==> src/rtl/drum_pkg.sv <==
package drum_pkg;

  typedef enum logic [1:0] {
    OP_LOAD_ADDR = 2'd0,
    OP_LOAD_SEC  = 2'd1,
    OP_CONTINUE  = 2'd2,
    OP_TEST      = 2'd3
  } drum_op_t;

  typedef enum logic [1:0] {
    SEQ_IDLE = 2'd0,
    SEQ_WAIT = 2'd1,
    SEQ_XFER = 2'd2
  } seq_state_t;

  // skip rule for the test command: 0 done, 1 no-error, 2/3 parity (always)
  function automatic logic skip_decision(logic [1:0] sel, logic done_f, logic err_f);
    logic r;
    if (sel[1])         r = 1'b1;
    else if (sel[0])    r = ~err_f;
    else                r = done_f;
    return r;
  endfunction

endpackage

==> src/rtl/drum_rot_pos.sv <==
module drum_rot_pos #(
  parameter int TICK_DIV = 4,
  parameter int POS_W    = 9
) (
  input  logic             clk,
  input  logic             rst_n,
  output logic             tick,
  output logic [POS_W-1:0] pos
);
  localparam int DW = (TICK_DIV > 1) ? $clog2(TICK_DIV) : 1;

  logic [DW-1:0] cnt;

  assign tick = (cnt == DW'(TICK_DIV - 1));

  always_ff @(posedge clk or negedge rst_n) begin
    if (!rst_n) begin
      cnt <= '0;
      pos <= '0;
    end else if (tick) begin
      cnt <= '0;
      pos <= pos + 1'b1;
    end else begin
      cnt <= cnt + 1'b1;
    end
  end
endmodule

==> src/rtl/drum_xfer_seq.sv <==
module drum_xfer_seq import drum_pkg::*; #(
  parameter int WIDX_W = 8,
  parameter int POS_W  = WIDX_W + 1
) (
  input  logic              clk,
  input  logic              rst_n,
  input  logic              start,
  input  logic              start_lsb,
  input  logic              tick,
  input  logic [POS_W-1:0]  pos,
  output logic              word_evt,
  output logic              last_evt,
  output logic [WIDX_W-1:0] word_idx
);
  seq_state_t state;
  logic       tgt_q;
  logic       tgt_now;
  logic [POS_W-1:0] pos_inc;
  logic [POS_W-1:0] origin;
  logic       arrive;

  assign tgt_now  = start ? start_lsb : tgt_q;
  assign pos_inc  = pos + 1'b1;
  assign origin   = {tgt_now, {WIDX_W{1'b0}}};
  assign arrive   = tick && (pos_inc == origin);
  assign word_evt = (state == SEQ_XFER) && tick;
  assign last_evt = word_evt && (word_idx == {WIDX_W{1'b1}});

  always_ff @(posedge clk or negedge rst_n) begin
    if (!rst_n) begin
      state    <= SEQ_IDLE;
      tgt_q    <= 1'b0;
      word_idx <= '0;
    end else if (start) begin
      tgt_q    <= start_lsb;
      word_idx <= '0;
      state    <= arrive ? SEQ_XFER : SEQ_WAIT;
    end else begin
      case (state)
        SEQ_WAIT: if (arrive) state <= SEQ_XFER;
        SEQ_XFER: if (tick) begin
          word_idx <= word_idx + 1'b1;
          if (last_evt) state <= SEQ_IDLE;
        end
        default: state <= SEQ_IDLE;
      endcase
    end
  end
endmodule

==> src/rtl/drum_sector_dma.sv <==
module drum_sector_dma import drum_pkg::*; #(
  parameter int HOST_AW  = 16,
  parameter int DATA_W   = 18,
  parameter int SEC_W    = 9,
  parameter int WIDX_W   = 8,
  parameter int LOCK_W   = 32,
  parameter int TICK_DIV = 4
) (
  input  logic                     clk,
  input  logic                     rst_n,
  input  logic                     cmd_valid,
  input  logic [1:0]               cmd_op,
  input  logic [1:0]               cmd_sub,
  input  logic [HOST_AW-1:0]       cmd_data,
  output logic                     cmd_skip,
  input  logic [LOCK_W-1:0]        wlock,
  output logic                     done,
  output logic                     err,
  output logic                     irq,
  output logic [WIDX_W:0]          rot_pos,
  output logic [HOST_AW-1:0]       hm_addr,
  output logic                     hm_rd,
  input  logic [DATA_W-1:0]        hm_rdata,
  output logic                     hm_we,
  output logic [DATA_W-1:0]        hm_wdata,
  output logic [SEC_W+WIDX_W-1:0]  dr_addr,
  input  logic [DATA_W-1:0]        dr_rdata,
  output logic                     dr_we,
  output logic [DATA_W-1:0]        dr_wdata
);
  localparam int POS_W     = WIDX_W + 1;
  localparam int LOCK_BITS = $clog2(LOCK_W);

  logic [SEC_W-1:0]   sector_q;
  logic [HOST_AW-1:0] ma_q;
  logic               dir_wr_q;
  logic               tick;
  logic               word_evt;
  logic               last_evt;
  logic [WIDX_W-1:0]  word_idx;

  // decoded command events
  logic is_load_addr, is_load_sec, is_cont, is_test, start_evt;
  logic [SEC_W-1:0] start_sec;
  logic [LOCK_BITS-1:0] lock_sel;
  logic sec_locked, blocked_evt;

  assign is_load_addr = cmd_valid && (cmd_op == OP_LOAD_ADDR);
  assign is_load_sec  = cmd_valid && (cmd_op == OP_LOAD_SEC);
  assign is_cont      = cmd_valid && (cmd_op == OP_CONTINUE);
  assign is_test      = cmd_valid && (cmd_op == OP_TEST);
  assign start_evt    = is_load_sec || is_cont;
  assign start_sec    = is_load_sec ? cmd_data[SEC_W-1:0]
                      : (last_evt ? sector_q + 1'b1 : sector_q);

  assign lock_sel     = sector_q[SEC_W-1 -: LOCK_BITS];
  assign sec_locked   = wlock[lock_sel];
  assign blocked_evt  = word_evt && dir_wr_q && sec_locked;

  assign cmd_skip     = is_test && skip_decision(cmd_sub, done, err);

  drum_rot_pos #(.TICK_DIV(TICK_DIV), .POS_W(POS_W)) u_rot (
    .clk(clk), .rst_n(rst_n), .tick(tick), .pos(rot_pos)
  );

  drum_xfer_seq #(.WIDX_W(WIDX_W), .POS_W(POS_W)) u_seq (
    .clk(clk), .rst_n(rst_n),
    .start(start_evt), .start_lsb(start_sec[0]),
    .tick(tick), .pos(rot_pos),
    .word_evt(word_evt), .last_evt(last_evt), .word_idx(word_idx)
  );

  always_ff @(posedge clk or negedge rst_n) begin
    if (!rst_n) begin
      sector_q <= '0;
      ma_q     <= '0;
      dir_wr_q <= 1'b0;
      done     <= 1'b0;
      err      <= 1'b0;
      irq      <= 1'b0;
    end else begin
      if (is_load_addr) begin
        ma_q     <= cmd_data;
        dir_wr_q <= cmd_sub[0];
      end else if (word_evt) begin
        ma_q <= ma_q + 1'b1;
      end

      if (is_load_sec)   sector_q <= cmd_data[SEC_W-1:0];
      else if (last_evt) sector_q <= sector_q + 1'b1;

      if (start_evt)     done <= 1'b0;
      else if (last_evt) done <= 1'b1;

      if (start_evt)        err <= 1'b0;
      else if (blocked_evt) err <= 1'b1;

      irq <= last_evt && !start_evt;
    end
  end

  assign hm_addr  = ma_q;
  assign hm_we    = word_evt && !dir_wr_q;
  assign hm_wdata = dr_rdata;
  assign hm_rd    = word_evt && dir_wr_q;
  assign dr_addr  = {sector_q, word_idx};
  assign dr_we    = word_evt && dir_wr_q && !sec_locked;
  assign dr_wdata = hm_rdata;
endmodule

==> config.mk <==
export PLATFORM = sky130hd
export DESIGN_NAME = drum_sector_dma
export DESIGN_NICKNAME = d
export VERILOG_FILES = /design/src/rtl/drum_pkg.sv /design/src/rtl/drum_rot_pos.sv /design/src/rtl/drum_xfer_seq.sv /design/src/rtl/drum_sector_dma.sv
export SDC_FILE = /design/constraint.sdc
export NUM_CORES = 1
export LEC_CHECK = 0
export BUFFER_PORTS_ARGS = -buffer_cell sky130_fd_sc_hd__buf_2
export CAP_MARGIN = 25
export CORE_ASPECT_RATIO = 1.5
export CORE_UTILIZATION = 50
export CTS_BUF_LIST = sky130_fd_sc_hd__clkbuf_2
export CTS_CLUSTER_DIAMETER = 40
export DETAILED_ROUTE_END_ITERATION = 16
export GPL_ROUTABILITY_DRIVEN = 1
export PLACE_DENSITY = 0.88
export SLEW_MARGIN = 0
export SYNTH_ARGS = -nofsm -noshare
export SYNTH_HDL_FRONTEND = slang
export SYNTH_SLANG_ARGS = --single-unit
==> constraint.sdc <==
create_clock -name clk -period 3.65 [get_ports clk]
set_clock_uncertainty 0.15 [all_clocks]
set_input_delay 0.5475 -clock clk [delete_from_list [all_inputs] [get_ports clk]]
set_output_delay 0.5475 -clock clk [all_outputs]
set_load 0.01 [all_outputs]
==> out/results.ini, run 1 <==
[timing]
worst_pin_slew_ps=867
relSlewSlack_pct=41.7
rsz0062_at_grt=false
timing_hold_violations_final=0
finalSetupViolations=0
fin_crit_sh_pct=84.4
slew_violations=0
fmax_mhz=325
period_needed_ps=3080
fin_setup_tns_ps=0

[place]
port_buffers=103
dpl.hpwl_mm=5.78
gp_congestion=0.786

[drt]
viasPerCell=5.59
drc=0
drt_iter0_drc=104
wirelength_mm=7.55
ant_nets=0
vias=2729
avgRoutedWirePerCell_um=15.5
drt_first_pass_iters=4

[synthesis]
syn_nets=444
synthCells=348
ys_async_sr_fraction_pct=100
synth_seq_cells=51
synth.avg_cell_area_um2=9.19
seq_area_frac_synth_pct=39.9
synth_area_um2=3200
synth_edf_count=0
synth_flop_cell=dfrtp_1
yosysWarnings=0
yosys.cell_types.count=45

[cts]
clock_sinks=51
cts-buffers-inserted=5
clockBufferDepth=2
tritoncts=built
clock_latency_ps=430
clock-root-buffer=clkbuf_2
cts_max_level=2
clkTransAtPathRegs_ps=250
postCtsSetupBuffers=0
ctsHoldBuffers=0

[die]
rows=35
start_util_pct=51.8
dieHeight_um=100
die_area_um2=6730
design.core.area_um2=6170
die_width_um=67.3
pin_count=176

[worst_setup_path]
path_max_fanout=23
cp.required_ps=2950
end_kind=output port
crit_type=flip-flop to output port
start_kind=flip-flop
crit_arrival_ps=2380

[finish]
drive_gt1_share_pct=30.4
area_growth_syn_to_layout_pct=11.1
layout_commonest_cell=buf_2
antennaDiodeCount=0
nets=509
layout_common_cells=buf_2, dfrtp_1, nand2_1, nor2_1, xor2_1
fill_cells=543

[min_path]
min-delay-path-class=input port to asynchronous set/reset pin

[power]
ir_drop_uv=231
p_int_w=0.000807
finalPower_w=0.00121
p_per_area_nw_per_um2=339
power.leakage_nw=1.71
switching_share_pct=33.1
power.share.sequential_pct=57.5
switchingPower_w=0.000400
combinationalPowerShare_pct=23.7
power_frac_clock_pct=18.8

[grt]
grt_pass1_vias=2564
grt_pass1_wl_mm=11.6
antenna_found_initial=0
grt_usage_pct=22.8
grt.overflow.total=0
grt_max_degree=40

[run_status]
status=finished clean

[flow_run]
maxCapViolations=0

[cell usage after synthesis, types with 2 or more instances]
library cell  instances  share of area, %
o21ai_0              16               2.5
nor2b_1               7               1.4
mux2i_1              15               4.7
nand4_1              10               2.0
nor4_1                2              0.39
ha_1                  5               2.0
xor2_1               22               6.0
nor3b_1               2              0.47
and4b_1               3              0.94
nand2_1              37               4.3
a211oi_1              7               1.6
xnor2_1              19               5.2
dfrtp_1              51                40
inv_1                 3              0.35
and2_1                3              0.59
nor3_1                3              0.47
a21oi_1              12               1.9
mux2_2                2              0.70
a221oi_1              2              0.55
o22ai_1               2              0.39
buf_4                36               8.4
clkbuf_1              7              0.82
nor2_1               36               4.2
and3_1                5              0.98
a22oi_1               2              0.47
nand2b_1              2              0.39
buf_2                 4              0.63
nand3_1              16               2.5
[routing by layer]
metal	global-route usage, %	wire, um	share of wire, %	vias to the layer above
met5	0	0	0	-
met4	7.36	142	1.9	0
met3	5.00	581	7.7	15
met2	43.3	4000	53	110
met1	23.7	2830	37	1312
li1	-	-	-	1292
[worst paths after layout]
kind | from | endpoint | slack (ps) | cells past startpoint
max | sector_q[4] | dr_we | 570 | 7
min reg2reg | u_rot.cnt[0] | u_rot.cnt[0] | 300 | 1
max in group asynchronous | rst_n | hm_addr[13] | 2570 | 2
min | rst_n | u_seq.word_idx[2] | 40 | 1
max reg2reg | u_rot.cnt[0] | hm_addr[13] | 1030 | 6
min in group clk | cmd_data[9] | hm_addr[9] | 150 | 3
[registers in the layout (all words and copies together), names as in the netlist]
signal and cells:
hm_addr 16, done 1, sector_q 9, err 1
u_rot.cnt 2, dir_wr_q 1, u_rot.pos 9, u_seq.tgt_q 1
irq 1, u_seq.state 2, u_seq.word_idx 8
[worst max-delay path, stage by stage (launching register included)]
cell and delay, ps:
dfrtp_2 740, mux2i_1 250, a22oi_1 100, nand4_1 130, o22ai_1 90, a211oi_1 360
and2_1 180, buf_2 120
[final cells by class]
cell class              count  area (um^2)  share of cell area [%]
clock buffers               7         35.0                   0.985
multi-input cells         246         1600                    44.9
well taps                  74         92.6                    2.60
flip-flops and latches     51         1280                    35.9
repair buffers            106          538                    15.1
clock inverters             1         5.00                   0.141
inverters                   3         11.3                   0.317
[kinds of logic after synthesis]
group,Yosys count,share of synthesized area [%]
flops,51,39.9
xor+xnor,41,11.2
fa+ha+maj,5,1.96
mux,17,5.40
compound gates,48,9.58
buf+inv,51,10.4
simple gates,135,21.6
[power groups by stage]
stage	registers, W	clock network [W]	logic, W
2_1_floorplan	0.000700	0	0.000195
3_3_place_gp	0.000697	0	0.000278
3_5_place_dp	0.000702	0	0.000288
4_1_cts	0.000692	0.000232	0.000289
5_1_grt	0.000703	0.000253	0.000316
6_report	0.000694	0.000227	0.000286
[what timing repair did]
| item | CTS | global route |
|---|---|---|
| gates resized for setup | 0 | 1 |
| setup endpoints to repair | 0 | 1 |
| endpoints found under the hold margin | 0 | 0 |
[stage by stage]
step                hold WS [ps]  util, %  worst slack, ps  area [um^2]  cells
floorplan                    102        -             1260         3200    348
global placement             263     56.9              828         3510    480
detailed placement           273     56.9              747         3510    480
CTS                         58.6     57.6              245         3550    488
global route                60.2     57.6              304         3560    488
finish                      42.0     57.6              571         3560    488
Power figures use the tool's default switching activity.
==> run 2, diff against run 1 <==
Settings changed: CORE_UTILIZATION 50 to 42, PLACE_DENSITY 0.88 to 0.78.
Clock period 3.65 ns to 2.6 ns, I/O delays scaled along.
==> run 2 against run 1 <==
The run now ends with negative setup slack left. Highest routed layer unchanged. Non-clock buffer count rose by 26. Die area up 19%. First-iteration DRC count rose by 24%. Clock power increased by 81%. Sequential share of layout area decreased by 3.1 points. Total power is 53% higher. Via count is 3.0% higher. Setup slack worse by 650 ps. Largest power group unchanged.
==> out/results.ini, run 2 (synthesis gave the netlist of run 1 again) <==
[place]
dpl.hpwl_mm=5.85
place_area_um2=3600
gp_congestion=0.787
place_inst=511
port_buffers=103

[cts]
clock_latency_ps=450
cts-buffers-inserted=5
tritoncts=built
clock-root-buffer=clkbuf_2
clock_sinks=51
clkTransAtPathRegs_ps=260
clockBufferDepth=2
cts_max_level=2

[timing]
period_needed_ps=2680
fmax_mhz=373
slew_violations=0
relSlewSlack_pct=53.4
rsz0062_at_grt=true
finalSetupViolations=1
fin_setup_tns_ps=-78.3
worst_slack_ps=-78.3
fin_crit_sh_pct=103
worst_pin_slew_ps=699
timing_hold_violations_final=0

[die]
die_area_um2=7980
start_util_pct=43.7
die_width_um=73.3
pin_count=176
rows=38
dieHeight_um=109
design.core.area_um2=7320

[min_path]
min_to=dir_wr_q
hold_depth=2
hold_path.startpoint=cmd_sub[0]
min-delay-path-class=input port to flip-flop

[grt]
grt.overflow.total=0
grt_max_degree=34
antenna_found_initial=0
grt_pass1_wl_mm=12.6
grt_usage_pct=20.5
grt_pass1_vias=2721

[drt]
vias=2812
drt_iter0_drc=129
viasPerCell=5.21
wirelength_mm=7.87
avgRoutedWirePerCell_um=14.6
drc=0
drt_first_pass_iters=4
ant_nets=0

[worst_setup_path]
critical_path.top_delay_family=compound AO/OA/AOI/OAI gates
r2r_slack_ps=330
worst_path_max_delay_cell=dfrtp_1
start_kind=flip-flop
ff2ff_path_depth=7
cp.required_ps=2060
crit_chain=buf_12, nor2b_1, a211oi_1, a221oi_1, and4b_1, a211oi_2, and2_1, buf_2
end_kind=output port
path_max_fanout=23
crit_arrival_ps=2140
crit_type=flip-flop to output port
cp_num_buf_inv=2
crit_cells=8
critPathMaxStageDelay_ps=440
reg2reg_from=u_seq.word_idx[0]
r2r-end=u_seq.state[1]

[finish]
layout_commonest_cell=buf_2
fin_area_um2=3890
antennaDiodeCount=0
fill_cells=688
final_cells=540
drive_gt1_share_pct=32.5
area_growth_syn_to_layout_pct=21.6
fin_util_pct=53.1
largest_register_ff_count=16
layout_common_cells=buf_2, dfrtp_1, nand2_1, nor2_1, xor2_1
nets=535

[run_status]
status=finished with violations
violations=negative setup slack

[power]
finalPower_w=0.00185
ir_drop_uv=327
power.leakage_nw=1.84
p_per_area_nw_per_um2=474

[flow_run]
maxCapViolations=0

run 2: cell count changes in the layout (fill, tap and decap cells not counted), moves of 2 or more:
cell / previous run / this run
mux2i_2: 0 / 2
dlygate4sd3_1: 0 / 16
buf_4: 3 / 12
mux2i_1: 15 / 13
clkbuf_2: 7 / 5
run 2: worst max-delay path by stage:
| stage | slack [ps] | start | end |
|---|---|---|---|
| final | -80 | sector_q[4] | dr_we |
| after global routing | -220 | sector_q[4] | dr_we |
| after CTS | -120 | sector_q[4] | dr_we |
| after detailed placement | 230 | sector_q[5] | dr_we |
| after global placement | 350 | sector_q[5] | dr_we |
| after floorplan | 360 | sector_q[4] | dr_we |
run 2: worst reg2reg max path, cell delays in order (launching register included):
cell and delay [ps]:
dfrtp_1 460, ha_1 190, nand3_1 160, or4_4 550, nand3_2 100, xnor2_1 90
a2111oi_2 380, a21o_1 160
run 2: area by class of cell:
type	instances	area (um^2)	area share, %
multi-input cells	246	1630	41.8
flip-flops and latches	51	1280	32.9
repair buffers	132	786	20.2
well taps	100	125	3.22
clock inverters	3	38.8	0.997
clock buffers	5	25.0	0.643
inverters	3	11.3	0.289
run 2: where the power goes:
group | leakage, nW | switching, W | internal [W]
logic | 1.17 | 0.000245 | 0.000238
clock network | 0.0404 | 0.000252 | 0.000158
registers | 0.631 | 0.0000878 | 0.000865
total | 1.84 | 0.000585 | 0.00126
run 2: timing repair:
action	in CTS	in global routing
pin swaps	1	1
gates resized for setup	5	4
hold buffers	15	1
hold endpoints to repair	43	1
setup endpoints to repair	1	2
buffers inserted	2	3
run 2: stage by stage:
step / worst slack (ps) / hold slack (ps)
after global routing: -220 / 2.13
after floorplan: 363 / -55.6
after global placement: 349 / 263
after CTS: -125 / 17.4
final: -78.3 / 59.7
after detailed placement: 230 / 270
run 2: layer usage:
metal | routed length, um | share of wire [%] | up-vias | track usage, %
met3 | 496 | 6.3 | 23 | 3.97
met4 | 204 | 2.6 | 0 | 7.56
met1 | 3070 | 39 | 1310 | 23.3
met5 | 0 | 0 | - | 0
met2 | 4100 | 52 | 131 | 37.4
li1 | - | - | 1348 | -
==> run 3, diff against run 2 <==
Settings changed: CORE_MARGIN set to 4, RECOVER_POWER set to 50.
==> run 3 against run 2 <==
The flow finishes with violations (max-capacitance violations, max-slew violations, negative setup slack). Register-to-register slack lost 110 ps. Clock-buffer cell count grew 1. Total power grew 7.3%. Global-route usage shrank 2.3 points. Sequential cell count is the same. Core utilization grew 1.0 points. Critical path type unchanged. Largest power group unchanged. Highest routed layer unchanged.
==> out/results.ini, run 3 (synthesis gave the netlist of run 1 again) <==
[worst_setup_path]
path_max_fanout=6
cp.required_ps=2060
start_kind=flip-flop
r2r-end=hm_addr[14]
r2r_slack_ps=220
reg2reg_from=u_rot.cnt[0]
cp-startpoint=sector_q[4]
end_kind=output port
crit_arrival_ps=2190
crit_type=flip-flop to output port
ff2ff_path_depth=9

[timing]
timing_hold_violations_final=0
rsz0062_at_grt=true
period_needed_ps=2730
relSlewSlack_pct=-12.3
slew_violations=33
fin_setup_tns_ps=-134
fin_crit_sh_pct=105
finalSetupViolations=1
worst_slack_ps=-134
fmax_mhz=366
worst_pin_slew_ps=1690

[cts]
clkTransAtPathRegs_ps=250
clock_latency_ps=440
clockBufferDepth=2
clock_sinks=51
tritoncts=built
cts_max_level=2
clock-root-buffer=clkbuf_2
cts-buffers-inserted=5

[grt]
grt_pass1_wl_mm=13.4
grt_max_degree=34
grt_usage_pct=18.2
grt_pass1_vias=2851
grt.overflow.total=0
antenna_found_initial=0

[die]
die_width_um=79.3
die_area_um2=9110
start_util_pct=43.7
rows=38
design.core.area_um2=7320
pin_count=176
dieHeight_um=115

[finish]
fin_util_pct=54.2
largest_register_ff_count=16
fill_cells=698
nets=539
antennaDiodeCount=0
area_growth_syn_to_layout_pct=24.0
drive_gt1_share_pct=32.0
layout_commonest_cell=buf_2
layout_common_cells=buf_2, dfrtp_1, nand2_1, nor2_1, xor2_1

[min_path]
hold_path.startpoint=cmd_data[7]
hold_depth=3
min-delay-path-class=input port to flip-flop
min_to=hm_addr[7]

[drt]
vias=2837
drc=0
ant_nets=0
drt_iter0_drc=130
drt_first_pass_iters=4
viasPerCell=5.22
wirelength_mm=8.35
avgRoutedWirePerCell_um=15.3

[place]
gp_congestion=0.843
port_buffers=103
dpl.hpwl_mm=6.17

[power]
power.leakage_nw=1.89
p_per_area_nw_per_um2=499
ir_drop_uv=356

[flow_run]
maxCapViolations=1

[run_status]
status=finished with violations
violations=max-capacitance violations, max-slew violations, negative setup slack

-- run 3: final cells by class --
cell class	instances	area, um^2	share of cell area, %
timing repair buffer	136	853	21.5
clock inverter	2	60.1	1.51
tap	100	125	3.15
inverter	3	11.3	0.284
multi-input combinational	246	1610	40.5
sequential	51	1280	32.3
clock buffer	6	30.0	0.757
-- run 3: power by group --
part	leakage [nW]	total, W	internal (W)	switching, W
registers	0.631	0.000956	0.000866	0.0000903
logic	1.21	0.000512	0.000263	0.000249
clock network	0.0532	0.000512	0.000263	0.000249
-- run 3: worst max path at each step --
| stage | cells after the start | slack [ps] | end |
|---|---|---|---|
| after global routing | 7 | -300 | dr_we |
| after global placement | 8 | 340 | dr_we |
| final | 7 | -130 | dr_we |
| after detailed placement | 8 | 300 | dr_we |
| after CTS | 8 | -160 | dr_we |
| after floorplan | 7 | 360 | dr_we |
-- run 3: critical path, stage by stage, from the launching register on --
cell and delay [ps]:
dfrtp_2 530, buf_12 150, mux2i_1 230, a221oi_1 100
and4b_1 210, a211oi_2 250, and2_1 160, buf_2 120
-- run 3: what timing repair did --
action	CTS	global route
hold buffers	16	0
pin swaps	1	3
gates resized for setup	1	4
buffers inserted	0	7
setup endpoints to repair	1	2
cloned	0	2
endpoints found under the hold margin	45	0
-- run 3: per-layer routing --
metal / vias to the layer above / GRT usage, % / share of wire, % / routed length [um]
li1: 1359 / - / - / -
met1: 1337 / 20.7 / 39 / 3240
met2: 117 / 32.7 / 51 / 4270
met3: 24 / 4.86 / 7.3 / 610
met4: 0 / 6.31 / 2.7 / 223
met5: - / 0 / 0 / 0
-- run 3: metrics by stage --
stage                     hold slack [ps]  total power (W)  cells  cell area [um^2]  worst slack, ps
final                                30.7          0.00198    544              3970             -134
after global routing                 19.2          0.00209    544              3970             -301
after CTS                            2.55          0.00195    535              3850             -156
after detailed placement              286          0.00141    511              3600              297
after global placement                263          0.00139    511              3600              344
after floorplan                     -55.6          0.00126    348              3200              363
